## src/rtl/supmon_pkg.sv

```systemverilog
// Shared types for the supply monitor.
package supmon_pkg;

    // Trip state of the hysteresis machine.
    typedef enum logic {
        ST_NORMAL      = 1'b0,
        ST_LOW_TRIPPED = 1'b1
    } trip_state_e;

endpackage

```

## src/rtl/supmon_sync.sv

```systemverilog
// Multi-stage synchroniser for a vector of independent asynchronous flags.
// Assumes each bit is a level that is stable for several clocks, so the
// bits need no mutual coherence. Every stage clears on synchronous reset.
module supmon_sync #(
    parameter int WIDTH  = 2,
    parameter int STAGES = 2
) (
    input  logic             clk,
    input  logic             rst_n,
    input  logic [WIDTH-1:0] async_in,
    output logic [WIDTH-1:0] sync_out
);

    localparam int LAST = STAGES - 1;

    logic [WIDTH-1:0] stage_q [STAGES];

    for (genvar g = 0; g < STAGES; g++) begin : g_stage
        if (g == 0) begin : g_first
            // First stage: capture the raw asynchronous level.
            always_ff @(posedge clk) begin
                if (!rst_n) stage_q[g] <= '0;
                else        stage_q[g] <= async_in;
            end
        end else begin : g_next
            // Later stages: let metastability settle.
            always_ff @(posedge clk) begin
                if (!rst_n) stage_q[g] <= '0;
                else        stage_q[g] <= stage_q[g-1];
            end
        end
    end

    assign sync_out = stage_q[LAST];

endmodule

```

## src/rtl/supmon_fsm.sv

```systemverilog
// Hysteresis state machine for the supply monitor.
// Enters the tripped state on the synchronised below-fall flag. Leaves it
// only on the synchronised above-rise flag, or when the module is powered
// down. The reset request is registered together with the state.
// Assumes the two flags are never high together and the configuration bits
// are synchronous to clk.
module supmon_fsm
    import supmon_pkg::*;
(
    input  logic clk,
    input  logic rst_n,
    input  logic below_s,
    input  logic above_s,
    input  logic pwr_down,
    input  logic rst_off,
    output logic low_flag,
    output logic reset_req
);

    trip_state_e state_q, state_d;
    logic        req_q;

    // Next-state selection: power-down wins, then trip or release.
    always_comb begin
        state_d = state_q;
        if (pwr_down) begin
            state_d = ST_NORMAL;
        end else begin
            case (state_q)
                ST_NORMAL:      if (below_s) state_d = ST_LOW_TRIPPED;
                ST_LOW_TRIPPED: if (above_s) state_d = ST_NORMAL;
                default:        state_d = ST_NORMAL;
            endcase
        end
    end

    // State and reset-request registers.
    always_ff @(posedge clk) begin
        if (!rst_n) begin
            state_q <= ST_NORMAL;
            req_q   <= 1'b0;
        end else begin
            state_q <= state_d;
            req_q   <= (state_d == ST_LOW_TRIPPED) && !rst_off;
        end
    end

    assign low_flag  = (state_q == ST_LOW_TRIPPED);
    assign reset_req = req_q;

    // power-down clears both outputs at the next edge.
    a_r4_pwrdown_clears: assert property (@(posedge clk) disable iff (!rst_n)
        pwr_down |=> (!low_flag && !reset_req));

    // polled mode never requests reset.
    a_r5_polled_no_reset: assert property (@(posedge clk) disable iff (!rst_n)
        rst_off |=> !reset_req);

    // a low-supply flag in forced-reset mode raises the request.
    a_r6_forced_trip: assert property (@(posedge clk) disable iff (!rst_n)
        (!low_flag && below_s && !pwr_down && !rst_off) |=> (reset_req && low_flag));

    // hold while no rising-threshold flag is present.
    a_r7_hold: assert property (@(posedge clk) disable iff (!rst_n)
        (low_flag && !above_s && !pwr_down) |=> low_flag);

    // the rising-threshold flag releases the trip.
    a_r8_release: assert property (@(posedge clk) disable iff (!rst_n)
        (low_flag && above_s) |=> (!low_flag && !reset_req));

    // a reset request only exists while tripped.
    a_r10_req_needs_flag: assert property (@(posedge clk) disable iff (!rst_n)
        reset_req |-> low_flag);

endmodule

```

## src/rtl/supmon_regif.sv

```systemverilog
// Byte-wide read-only status register.
// A read strobe at STATUS_ADDR returns the flag in the top bit and zeros
// below it, registered one clock after the strobe. Any other cycle returns
// zero. Writes are accepted on the bus and discarded.
module supmon_regif #(
    parameter int                ADDR_W      = 8,
    parameter int                DATA_W      = 8,
    parameter logic [ADDR_W-1:0] STATUS_ADDR = 8'h0C
) (
    input  logic              clk,
    input  logic              rst_n,
    input  logic [ADDR_W-1:0] bus_addr,
    input  logic              bus_rd,
    input  logic              bus_wr,
    input  logic [DATA_W-1:0] bus_wdata,
    input  logic              flag,
    output logic [DATA_W-1:0] bus_rdata
);

    localparam int PAD_W = DATA_W - 1;

    logic              hit;
    logic [DATA_W:0]   wr_unused;
    logic [DATA_W-1:0] rdata_q;

    assign hit       = bus_rd && (bus_addr == STATUS_ADDR);
    assign wr_unused = {bus_wr, bus_wdata};

    // Read data register: flag on a hit, zero otherwise.
    always_ff @(posedge clk) begin
        if (!rst_n)   rdata_q <= '0;
        else if (hit) rdata_q <= {flag, {PAD_W{1'b0}}};
        else          rdata_q <= '0;
    end

    assign bus_rdata = rdata_q;

    // no hit means a zero bus on the next cycle.
    a_r2_idle_zero: assert property (@(posedge clk) disable iff (!rst_n)
        !hit |=> (bus_rdata == '0));

    // a hit returns the flag in the top bit with zero padding.
    a_r2_flag_bit: assert property (@(posedge clk) disable iff (!rst_n)
        hit |=> (bus_rdata == {$past(flag), {PAD_W{1'b0}}}));

endmodule

```

## src/rtl/supply_monitor.sv

```systemverilog
// Top of the supply-voltage monitor controller.
// Synchronises the two comparator flags, runs the hysteresis machine and
// exposes the status flag on a byte-wide register bus.
// Assumes the configuration bits come from registers clocked by clk.
module supply_monitor #(
    parameter int                ADDR_W      = 8,
    parameter int                DATA_W      = 8,
    parameter logic [ADDR_W-1:0] STATUS_ADDR = 8'h0C,
    parameter int                SYNC_STAGES = 2
) (
    input  logic              clk,
    input  logic              rst_n,
    input  logic              cmp_below_fall,
    input  logic              cmp_above_rise,
    input  logic              cfg_pwr_down,
    input  logic              cfg_rst_off,
    input  logic [ADDR_W-1:0] bus_addr,
    input  logic              bus_rd,
    input  logic              bus_wr,
    input  logic [DATA_W-1:0] bus_wdata,
    output logic [DATA_W-1:0] bus_rdata,
    output logic              low_flag,
    output logic              reset_req
);

    localparam int N_CMP = 2;

    logic [N_CMP-1:0] cmp_raw;
    logic [N_CMP-1:0] cmp_s;
    logic             flag_w;

    assign cmp_raw = {cmp_above_rise, cmp_below_fall};

    supmon_sync #(
        .WIDTH  (N_CMP),
        .STAGES (SYNC_STAGES)
    ) u_sync (
        .clk      (clk),
        .rst_n    (rst_n),
        .async_in (cmp_raw),
        .sync_out (cmp_s)
    );

    supmon_fsm u_fsm (
        .clk       (clk),
        .rst_n     (rst_n),
        .below_s   (cmp_s[0]),
        .above_s   (cmp_s[1]),
        .pwr_down  (cfg_pwr_down),
        .rst_off   (cfg_rst_off),
        .low_flag  (flag_w),
        .reset_req (reset_req)
    );

    supmon_regif #(
        .ADDR_W      (ADDR_W),
        .DATA_W      (DATA_W),
        .STATUS_ADDR (STATUS_ADDR)
    ) u_regif (
        .clk       (clk),
        .rst_n     (rst_n),
        .bus_addr  (bus_addr),
        .bus_rd    (bus_rd),
        .bus_wr    (bus_wr),
        .bus_wdata (bus_wdata),
        .flag      (flag_w),
        .bus_rdata (bus_rdata)
    );

    assign low_flag = flag_w;

endmodule

```

## config.mk

```make
export PLATFORM = sky130hd
export DESIGN_NAME = supply_monitor
export DESIGN_NICKNAME = d
export VERILOG_FILES = /design/src/rtl/supmon_pkg.sv /design/src/rtl/supmon_sync.sv /design/src/rtl/supmon_fsm.sv /design/src/rtl/supmon_regif.sv /design/src/rtl/supply_monitor.sv
export SDC_FILE = /design/constraint.sdc
export NUM_CORES = 1
export LEC_CHECK = 0
export BUFFER_PORTS_ARGS = -buffer_cell sky130_fd_sc_hd__buf_2
export CORE_AREA = 2 2 39 41
export CTS_BUF_LIST = sky130_fd_sc_hd__clkbuf_8
export DETAILED_ROUTE_END_ITERATION = 8
export DIE_AREA = 0 0 41 43
export GPL_TIMING_DRIVEN = 0
export PLACE_DENSITY = 0.57
export SETUP_SLACK_MARGIN = 0.5
export SYNTH_ARGS = -nofsm -noshare
export SYNTH_HDL_FRONTEND = slang
export SYNTH_HIERARCHICAL = 1
export SYNTH_SLANG_ARGS = --single-unit
```

## constraint.sdc

```tcl
create_clock -name clk -period 0.9 [get_ports clk]
set_clock_uncertainty 0.1 [all_clocks]
set_input_delay 0.135 -clock clk [delete_from_list [all_inputs] [get_ports clk]]
set_output_delay 0.135 -clock clk [all_outputs]
set_load 0.01 [all_outputs]
```

==> summary.txt, run 1 <==
number of I/O port buffers -> 17
critical path arrival -> 0.71 ns
total congestion overflow -> 0
number of nets in the final layout -> 81
later-pin clock latency in the skew report -> 0.22 ns
initial antenna violation count -> 0
final WL -> 623 um
Leak Pwr -> 0.2547 nW
CP Launch Type -> flop
Yosys Warn Count -> 6
I/O pins -> 34
first-pass GRT wire length -> 890 um
fin worst setup slack -> -0.04416 ns
final cycle utilization of the critical path -> 104.9%
commonest non-fill, non-tap cells in the layout -> 15 x buf_2, 8 x buf_4, 7 x conb_1
crit path max-delay cell type -> dfxtp_4
max-cap viol count -> 0
final hold violation count -> 0
Synth area leader -> dfxtp_1
Largest delay share family, worst path -> flip-flops
Seq/Total Area, Yosys -> 46.86%
# rows -> 14
gr usage total -> 9.237%
vias per inst -> 3.681
failing checks -> setup timing
VDD IR max -> 0.0009233 V
H-tree levels -> 1
initial DRC count -> 0
Avg Inst Size Synth -> 10.68 um^2
Max Clock Freq -> 1.059 GHz
crit-path max cell delay -> 0.37 ns
worst hold path type -> in -> reg
GP Congestion -> 0.5459
Die Span Y -> 43 um
Ant. Diodes -> 0
crit path from -> u_fsm/low_flag
DP Area -> 442.9 um^2
Final Instance Area -> 521.8 um^2
Syn-to-layout area delta -> 74.48%
CTS Root Cell -> clkbuf_8
Die X -> 41 um
Synth Register Bits -> 7
worst hold path startpoint -> cfg_pwr_down
drt drc -> 0
initial core utilization -> 21.61%
number of global-route vias before repair -> 230
Cell Area, Synth -> 299.0 um^2
Distinct cells, synth -> 13
status -> finished, violations left
crit path kind -> reg -> out
Cell Chain, Critical Path -> buf_6
Final Slew Violations -> 0
CP Max Fanout -> 5
Synth top area share -> 46.86%
most common cell after layout, fill and taps aside -> buf_2
ratio of cells with drive above 1 in the final layout -> 64.29%
Synth Instances -> 28
Area contributors post-synth -> dfxtp_1 47%, buf_4 18%, and2_1 8.4%, a2111oi_2 5.0%, a211oi_2 4.2%
Antenna Violating Nets Remaining -> 0
Core Box Area -> 1384 um^2
routed len/inst -> 8.653 um
die area -> 1763 um^2
Worst Path Buf+Inv -> 1
vias -> 265
largest net degree at the start of global routing -> 8
Final Power -> 0.0008520 W
Worst-path clk slew -> 0.04 ns
fin crit period -> 0.9442 ns
RSZ-0062 raised after global routing -> yes
CTS tree -> done
crit end category -> output port
Clock Sinks -> 7
first drt pass iteration count -> 1
CP Data Required Time -> 0.66 ns
total CTS buffers -> 3
setup violators final -> 2
Clock Tree Buf Depth -> 2
worst r2r src -> u_fsm/low_flag
power density over cell area -> 1633 nW/um^2
==> where the power goes <==
group	switching, W	total [W]	internal [W]
combinational	0.0000405	0.0000991	0.0000586
sequential	0.00000646	0.000327	0.000320
clock	0.000132	0.000426	0.000294
==> metrics by stage <==
step,setup TNS (ns),setup WS [ns],util [%],cells,hold WS [ns]
2_1_floorplan,-0.009468,-0.009468,-,34,0.1036
3_3_place_gp,-0.2180,-0.1373,32.01,67,0.2218
3_5_place_dp,-0.2097,-0.1429,32.01,67,0.2222
4_1_cts,-0.06940,-0.04548,36.71,72,-0.02082
5_1_grt,-0.1407,-0.07136,37.70,72,0.006750
6_report,-0.05510,-0.04416,37.70,72,0.01017
==> cell usage after synthesis <==
| master | instances |
|---|---|
| or4_1 | 1 |
| nor2_1 | 1 |
| a2111oi_2 | 1 |
| and2_1 | 4 |
| conb_1 | 1 |
| buf_4 | 7 |
| nor3_2 | 1 |
| nand4bb_1 | 1 |
| or3b_1 | 1 |
| nand3_1 | 1 |
| inv_1 | 1 |
| a211oi_2 | 1 |
| dfxtp_1 | 7 |
==> worst paths after layout <==
path	endpoint	slack, ns	cells after the start
worst min register to register	u_sync/stage_q[1][1]	0.32	1
worst max-delay path	low_flag	-0.04	1
worst min-delay path	u_fsm/low_flag	0.01	2
worst max register to register	u_fsm/low_flag	-0.01	3
==> sequential cells by signal (all words and copies together), names as in the netlist <==
signal and cells:
u_sync/stage_q 4, u_fsm/low_flag 1, u_fsm/reset_req 1, u_regif/bus_rdata 1
==> final cells by class <==
| cell class | count | area (um^2) |
|---|---|---|
| buffer | 7 | 52.55 |
| clock buffer | 3 | 41.29 |
| clock inverter | 1 | 3.754 |
| fill | 148 | 862.1 |
| inverter | 1 | 3.754 |
| multi-input combinational | 19 | 148.9 |
| sequential | 7 | 146.4 |
| tap | 16 | 20.02 |
| timing repair buffer | 18 | 105.1 |
==> metal layers <==
layer	track usage, %	routed length, um	vias to the layer above
met1	5.788	182	100
met2	13.44	266	24
met5	0	0	-
li1	-	-	136
met4	10.00	24	0
met3	8.377	150	5
==> repair_timing <==
action | in CTS | in global routing
hold endpoints to repair | 1 | 0
resized for setup | 2 | 2
buffers inserted | 1 | 0
pin swaps | 1 | 0
setup endpoints to repair | 8 | 8
==> cells by family after synthesis <==
group / Yosys count / synth area share (%)
AND/OR/NAND/NOR: 10 / 23.85
buffers and inverters: 8 / 18.83
flip-flops: 7 / 46.86
AO/OA/AOI/OAI: 2 / 9.203
other: 1 / 1.254
Power figures use the tool's default switching activity.
==> inputs of run 2 (changes only) <==
--- a/config.mk
+++ b/config.mk
@@ -6,12 +6,13 @@
 export NUM_CORES = 1
 export LEC_CHECK = 0
 export BUFFER_PORTS_ARGS = -buffer_cell sky130_fd_sc_hd__buf_2
-export CORE_AREA = 2 2 39 41
+export CELL_PAD_IN_SITES_DETAIL_PLACEMENT = 0
+export CELL_PAD_IN_SITES_GLOBAL_PLACEMENT = 2
+export CORE_UTILIZATION = 14
 export CTS_BUF_LIST = sky130_fd_sc_hd__clkbuf_8
 export DETAILED_ROUTE_END_ITERATION = 8
-export DIE_AREA = 0 0 41 43
 export GPL_TIMING_DRIVEN = 0
-export PLACE_DENSITY = 0.57
+export PLACE_DENSITY = 0.69
 export SETUP_SLACK_MARGIN = 0.5
 export SYNTH_ARGS = -nofsm -noshare
 export SYNTH_HDL_FRONTEND = slang
==> run 2 against run 1 <==
Effect of this change: the run still ends with setup timing left; sequential share of layout area shrank 1.2 points; hold slack gained 0.0076 ns; critical path depth is the same; die area grew 32%; clock-buffer cell count is the same; register-to-register slack is essentially flat; combinational power grew 0.8%; global-route usage shrank 4.4 points.
==> summary.txt, run 2 (synthesis results as in run 1) <==
VDD IR max -> 0.001209 V (+31%)
I/O pins -> 34 (unchanged)
Psw -> 0.0001683 W (-5.9%)
largest register by flop count -> u_sync/stage_q
max reg flops -> 4 (unchanged)
failing checks -> setup timing
CP Launch Type -> flop
initial antenna violation count -> 0 (unchanged)
depth of the worst hold-timing path -> 2 (unchanged)
CP Data Required Time -> 0.66 ns (about the same)
largest net degree at the start of global routing -> 8 (unchanged)
drt drc -> 0 (unchanged)
routed len/inst -> 6.783 um (-22%)
CTS Root Cell -> clkbuf_8
crit end category -> output port
CP Max Fanout -> 5 (unchanged)
Final Slew Violations -> 0 (unchanged)
Comb pwr share -> 11.9% (+0.3 points)
total congestion overflow -> 0 (unchanged)
crit path kind -> reg -> out
final hold violation count -> 0 (unchanged)
first-pass GRT wire length -> 676 um (-24%)
Cell Chain, Critical Path -> buf_6
Final Instance Area -> 540.5 um^2 (+3.6%)
clock group share of total power -> 49.3% (-0.7 points)
number of nets in the final layout -> 81 (unchanged)
crit path max-delay cell type -> dfxtp_4
Worst-path clk slew -> 0.04 ns (about the same)
Clock Sinks -> 7 (unchanged)
sequential power share -> 38.8% (+0.5 points)
H-tree levels -> 1 (unchanged)
commonest non-fill, non-tap cells in the layout -> 14 x buf_2, 8 x buf_4, 7 x conb_1
status -> finished, violations left
ratio of cells with drive above 1 in the final layout -> 62.50% (-1.8 points)
number of I/O port buffers -> 17 (unchanged)
power density over cell area -> 1558 nW/um^2 (-4.6%)
number of fill cells in the layout -> 213 (+44%)
Core Box Area -> 1982 um^2 (+43%)
critical path arrival -> 0.71 ns (about the same)
fin crit period -> 0.9477 ns (+0.003493 ns)
Antenna Violating Nets Remaining -> 0 (unchanged)
max-cap viol count -> 0 (unchanged)
RSZ-0062 raised after global routing -> yes
initial core utilization -> 15.09% (-6.5 points)
vias per inst -> 3.048 (-17%)
worst r2r path cells -> 3 (unchanged)
# rows -> 16 (+2)
worst hold path type -> in -> reg
Ant. Diodes -> 0 (unchanged)
final WL -> 563 um (-9.6%)
Sw Ratio -> 19.98% (-1.0 points)
Max Clock Freq -> 1.055 GHz (-0.37%)
Clock Tree Buf Depth -> 2 (unchanged)
later-pin clock latency in the skew report -> 0.22 ns (about the same)
setup violators final -> 2 (unchanged)
vias -> 253 (-4.5%)
WP depth -> 1 (unchanged)
number of global-route vias before repair -> 186 (-19%)
crit-path max cell delay -> 0.38 ns (about the same)
DP Area -> 456.7 um^2 (+3.1%)
post-layout util -> 27.27% (-10 points)
GP Congestion -> 0.5580 (+2.2%)
initial DRC count -> 3 (+3)
die area -> 2325 um^2 (+32%)
CTS tree -> done
Largest delay share family, worst path -> flip-flops
Worst Path Buf+Inv -> 1 (unchanged)
most common cell after layout, fill and taps aside -> buf_2
Syn-to-layout area delta -> 80.75%
fin worst setup slack -> -0.04765 ns (-0.003493 ns)
first drt pass iteration count -> 2 (+1)
gr usage total -> 4.805% (-4.4 points)
Die X -> 48.22 um (+18%)
Die Span Y -> 48.22 um (+12%)
total CTS buffers -> 3 (unchanged)
Leak Pwr -> 0.2561 nW (+0.53%)
internal power contribution -> 0.0006738 W (about the same)
final cycle utilization of the critical path -> 105.3% (+0.39 points)
-- run 2: cell types whose count changed in the layout (fill, tap and decap cells not counted) --
| cell | previous run | this run |
|---|---|---|
| buf_2 | 15 | 14 |
| buf_6 | 2 | 3 |
| dfxtp_1 | 4 | 5 |
| dfxtp_2 | 2 | 1 |
-- run 2: path summary, 6_finish.rpt --
kind	to	from	slack, ns
max	low_flag	u_fsm/low_flag	-0.05
min	u_sync/stage_q[0][1]	cmp_above_rise	0.02
min reg2reg	u_sync/stage_q[1][0]	u_sync/stage_q[0][0]	0.32
max reg2reg	u_fsm/low_flag	u_fsm/low_flag	-0.01
-- run 2: power by group through the flow --
stage	registers, W	logic, W	clock network [W]
after global placement	0.000330	0.0000889	0
after CTS	0.000326	0.0000948	0.000427
after detailed placement	0.000331	0.0000905	0
after floorplan	0.000331	0.0000538	0
after global routing	0.000327	0.000112	0.000454
final	0.000327	0.0000999	0.000415
-- run 2: area by class of cell --
| type | instances | area [um^2] | share of cell area [%] |
|---|---|---|---|
| Inverter | 1 | 3.754 | 0.6944 |
| Multi-Input combinational cell | 19 | 148.9 | 27.55 |
| Clock inverter | 1 | 3.754 | 0.6944 |
| Tap cell | 27 | 33.78 | 6.250 |
| Timing Repair Buffer | 18 | 111.4 | 20.60 |
| Buffer | 7 | 52.55 | 9.722 |
| Sequential cell | 7 | 145.1 | 26.85 |
| Clock buffer | 3 | 41.29 | 7.639 |
-- run 2: per-layer routing --
layer | part of all wire, % | GRT usage [%] | vias to the layer above
met1 | 38 | 4.484 | 107
li1 | - | - | 136
met2 | 54 | 6.667 | 10
met4 | 0 | 1.667 | 0
met5 | 0 | 0 | -
met3 | 8.2 | 5.556 | 0
-- run 2: what timing repair did --
item,in CTS,in global routing
endpoints found under the hold margin,1,0
gates resized for setup,3,3
pin swaps,1,1
setup buffers,1,0
endpoints found under the setup margin,8,9
-- run 2: metrics by stage --
stage	total power, W	hold slack (ns)	worst slack, ns	TNS (ns)	instances
floorplan	0.0003845	0.1036	-0.009468	-0.009468	34
global placement	0.0004192	0.2208	-0.1319	-0.2058	78
detailed placement	0.0004214	0.2219	-0.1375	-0.2493	78
CTS	0.0008475	-0.01149	-0.04504	-0.07755	83
global route	0.0008927	0.01640	-0.07022	-0.1078	83
finish	0.0008420	0.01777	-0.04765	-0.06172	83
==> inputs of run 3 (changes only) <==
--- a/config.mk
+++ b/config.mk
@@ -8,12 +8,13 @@
 export BUFFER_PORTS_ARGS = -buffer_cell sky130_fd_sc_hd__buf_2
 export CELL_PAD_IN_SITES_DETAIL_PLACEMENT = 0
 export CELL_PAD_IN_SITES_GLOBAL_PLACEMENT = 2
-export CORE_UTILIZATION = 14
+export CORE_UTILIZATION = 16
 export CTS_BUF_LIST = sky130_fd_sc_hd__clkbuf_8
 export DETAILED_ROUTE_END_ITERATION = 8
 export GPL_TIMING_DRIVEN = 0
-export PLACE_DENSITY = 0.69
+export PLACE_DENSITY = 0.75
 export SETUP_SLACK_MARGIN = 0.5
+export SKIP_CTS_REPAIR_TIMING = 1
 export SYNTH_ARGS = -nofsm -noshare
 export SYNTH_HDL_FRONTEND = slang
 export SYNTH_HIERARCHICAL = 1
==> constraint.sdc (replaced) <==
create_clock -name clk -period 1 [get_ports clk]
set_clock_uncertainty 0.1 [all_clocks]
set_input_delay 0.15 -clock clk [delete_from_list [all_inputs] [get_ports clk]]
set_output_delay 0.15 -clock clk [all_outputs]
set_load 0.01 [all_outputs]
==> run 3 against run 2 <==
Effect of this change: sequential power shrank 11%; setup slack improved by 0.099 ns; critical path type unchanged; combinational power decreased by 14%; final area decreased by 3.9%; the run now ends clean; sequential share of layout area increased by 1.1 points; utilization up 2.5 points; clock-buffer cell count did not move; final cell count fell by 3.6%; clock power decreased by 9.9%; die area shrank 12%; highest routed layer unchanged; via count fell by 1.6%.
==> summary.txt, run 3 (synthesis results as in run 1) <==
non-filler cells, final -> 80 (-3.6%)
power density over cell area -> 1450 nW/um^2 (-6.9%)
first-pass GRT wire length -> 696 um (+3.0%)
Cell Chain, Critical Path -> buf_6
number of nets in the final layout -> 80 (-1.2%)
first drt pass iteration count -> 2 (unchanged)
GR Util met1 -> 5.122% (+0.64 points)
Core Box Area -> 1745 um^2 (-12%)
hold_ws -> 0.003665 ns (-0.01411 ns)
H-tree levels -> 1 (unchanged)
Syn-to-layout area delta -> 73.64%
number of fill cells in the layout -> 190 (-11%)
met2 Use GR -> 7.536% (+0.87 points)
M3 GR Usage -> 6.000% (+0.44 points)
Largest delay share family, worst path -> flip-flops
max reg flops -> 4 (unchanged)
critical path arrival -> 0.70 ns (about the same)
Max Clock Freq -> 1.054 GHz
final hold violation count -> 0 (unchanged)
initial antenna violation count -> 0 (unchanged)
final WL -> 459 um (-18%)
VDD IR max -> 0.001059 V (-12%)
I/O pins -> 34 (unchanged)
gr usage total -> 5.394% (+0.59 points)
CTS tree -> done
CP Launch Type -> flop
Antenna Violating Nets Remaining -> 0 (unchanged)
max-cap viol count -> 0 (unchanged)
CP Data Required Time -> 0.75 ns (+0.09 ns)
Clock Sinks -> 7 (unchanged)
most common cell after layout, fill and taps aside -> buf_2
worst hold path type -> in -> reg
initial DRC count -> 1 (-2)
crit end category -> output port
internal power contribution -> 0.0006063 W (-10%)
crit path kind -> reg -> out
depth of the worst hold-timing path -> 2 (unchanged)
die area -> 2046 um^2 (-12%)
gr busiest metal -> met2
WHS Endpoint -> u_fsm/low_flag
routed len/inst -> 5.738 um (-15%)
total congestion overflow -> 0 (unchanged)
Final Slew Violations -> 0 (unchanged)
largest register by flop count -> u_sync/stage_q
DP Cell Count -> 76 (-2.6%)
RSZ-0062 raised after global routing -> yes
setup violators final -> 0 (-2)
vias per inst -> 3.113 (+2.1%)
total CTS buffers -> 3 (unchanged)
Worst-path clk slew -> 0.04 ns (about the same)
clock group share of total power -> 49.7% (+0.4 points)
Leak Pwr -> 0.2505 nW (-2.2%)
fin crit period -> 0.9483 ns
# rows -> 15 (-1)
GP Congestion -> 0.5602 (+0.39%)
Sw Ratio -> 19.45% (-0.53 points)
Clock Tree Buf Depth -> 2 (unchanged)
number of I/O port buffers -> 17 (unchanged)
post-layout util -> 29.75% (+2.5 points)
worst reg-to-reg setup slack -> 0.11 ns (+0.12 ns)
initial core utilization -> 17.13% (+2.0 points)
Ant. Diodes -> 0 (unchanged)
sequential power share -> 38.9% (about the same)
crit-path max cell delay -> 0.37 ns (about the same)
drt drc -> 0 (unchanged)
commonest non-fill, non-tap cells in the layout -> 13 x buf_2, 7 x buf_4, 7 x conb_1
register area -> 145.1 um^2 (unchanged)
reg2reg end -> u_fsm/low_flag
final cycle utilization of the critical path -> 94.83%
area of the multi-input gates -> 131.4 um^2 (-12%)
worst r2r src -> u_fsm/low_flag
later-pin clock latency in the skew report -> 0.22 ns (about the same)
Die Span Y -> 45.23 um (-6.2%)
Psw -> 0.0001464 W (-13%)
Die X -> 45.23 um (-6.2%)
vias -> 249 (-1.6%)
CTS Root Cell -> clkbuf_8
crit path max-delay cell type -> dfxtp_4
status -> complete, no violations
worst r2r path cells -> 1 (-2)
largest net degree at the start of global routing -> 8 (unchanged)
ratio of cells with drive above 1 in the final layout -> 61.82% (-0.68 points)
Comb pwr share -> 11.4% (-0.5 points)
Worst Path Buf+Inv -> 1 (unchanged)
worst hold path startpoint -> cfg_pwr_down
number of global-route vias before repair -> 184 (-1.1%)
CP Max Fanout -> 5 (unchanged)
-- run 3: worst max path at each step --
stage / to / cells after the start / startpoint
3_3_place_gp: u_regif/bus_rdata[7] / 3 / bus_addr[1]
3_5_place_dp: u_regif/bus_rdata[7] / 3 / bus_addr[1]
4_1_cts: low_flag / 1 / u_fsm/low_flag
6_report: low_flag / 1 / u_fsm/low_flag
5_1_grt: low_flag / 1 / u_fsm/low_flag
2_1_floorplan: u_regif/bus_rdata[7] / 2 / bus_addr[1]
-- run 3: per-stage QoR --
step                      instance area (um^2)  TNS (ns)   power, W  worst slack, ns
after floorplan                          332.8         0  0.0003444          0.07553
after global placement                   449.2  -0.04550  0.0003752         -0.04550
after detailed placement                 449.2  -0.04741  0.0003767         -0.04741
after CTS                                494.2         0  0.0007597          0.01887
after global routing                     519.2         0  0.0008124          0.02183
final                                    519.2         0  0.0007528          0.05166
-- run 3: layout make-up --
cell class                 count  share of cell area [%]
buffer                         7                   10.12
clock buffer                   3                   7.952
clock inverter                 1                  0.7229
inverter                       1                  0.7229
multi-input combinational     19                   25.30
sequential                     7                   27.95
tap                           25                   6.024
timing repair buffer          17                   21.20
-- run 3: routing by layer --
metal | share of wire (%) | up-vias
li1 | - | 134
met1 | 39 | 106
met2 | 53 | 9
met3 | 8.1 | 0
met4 | 0 | 0
met5 | 0 | -
-- run 3: power groups by stage --
stage / combinational (W) / clock (W) / sequential [W]
2_1_floorplan: 0.0000477 / 0 / 0.000297
3_3_place_gp: 0.0000789 / 0 / 0.000296
3_5_place_dp: 0.0000799 / 0 / 0.000297
4_1_cts: 0.0000800 / 0.000387 / 0.000292
5_1_grt: 0.0000943 / 0.000425 / 0.000293
6_report: 0.0000859 / 0.000374 / 0.000292
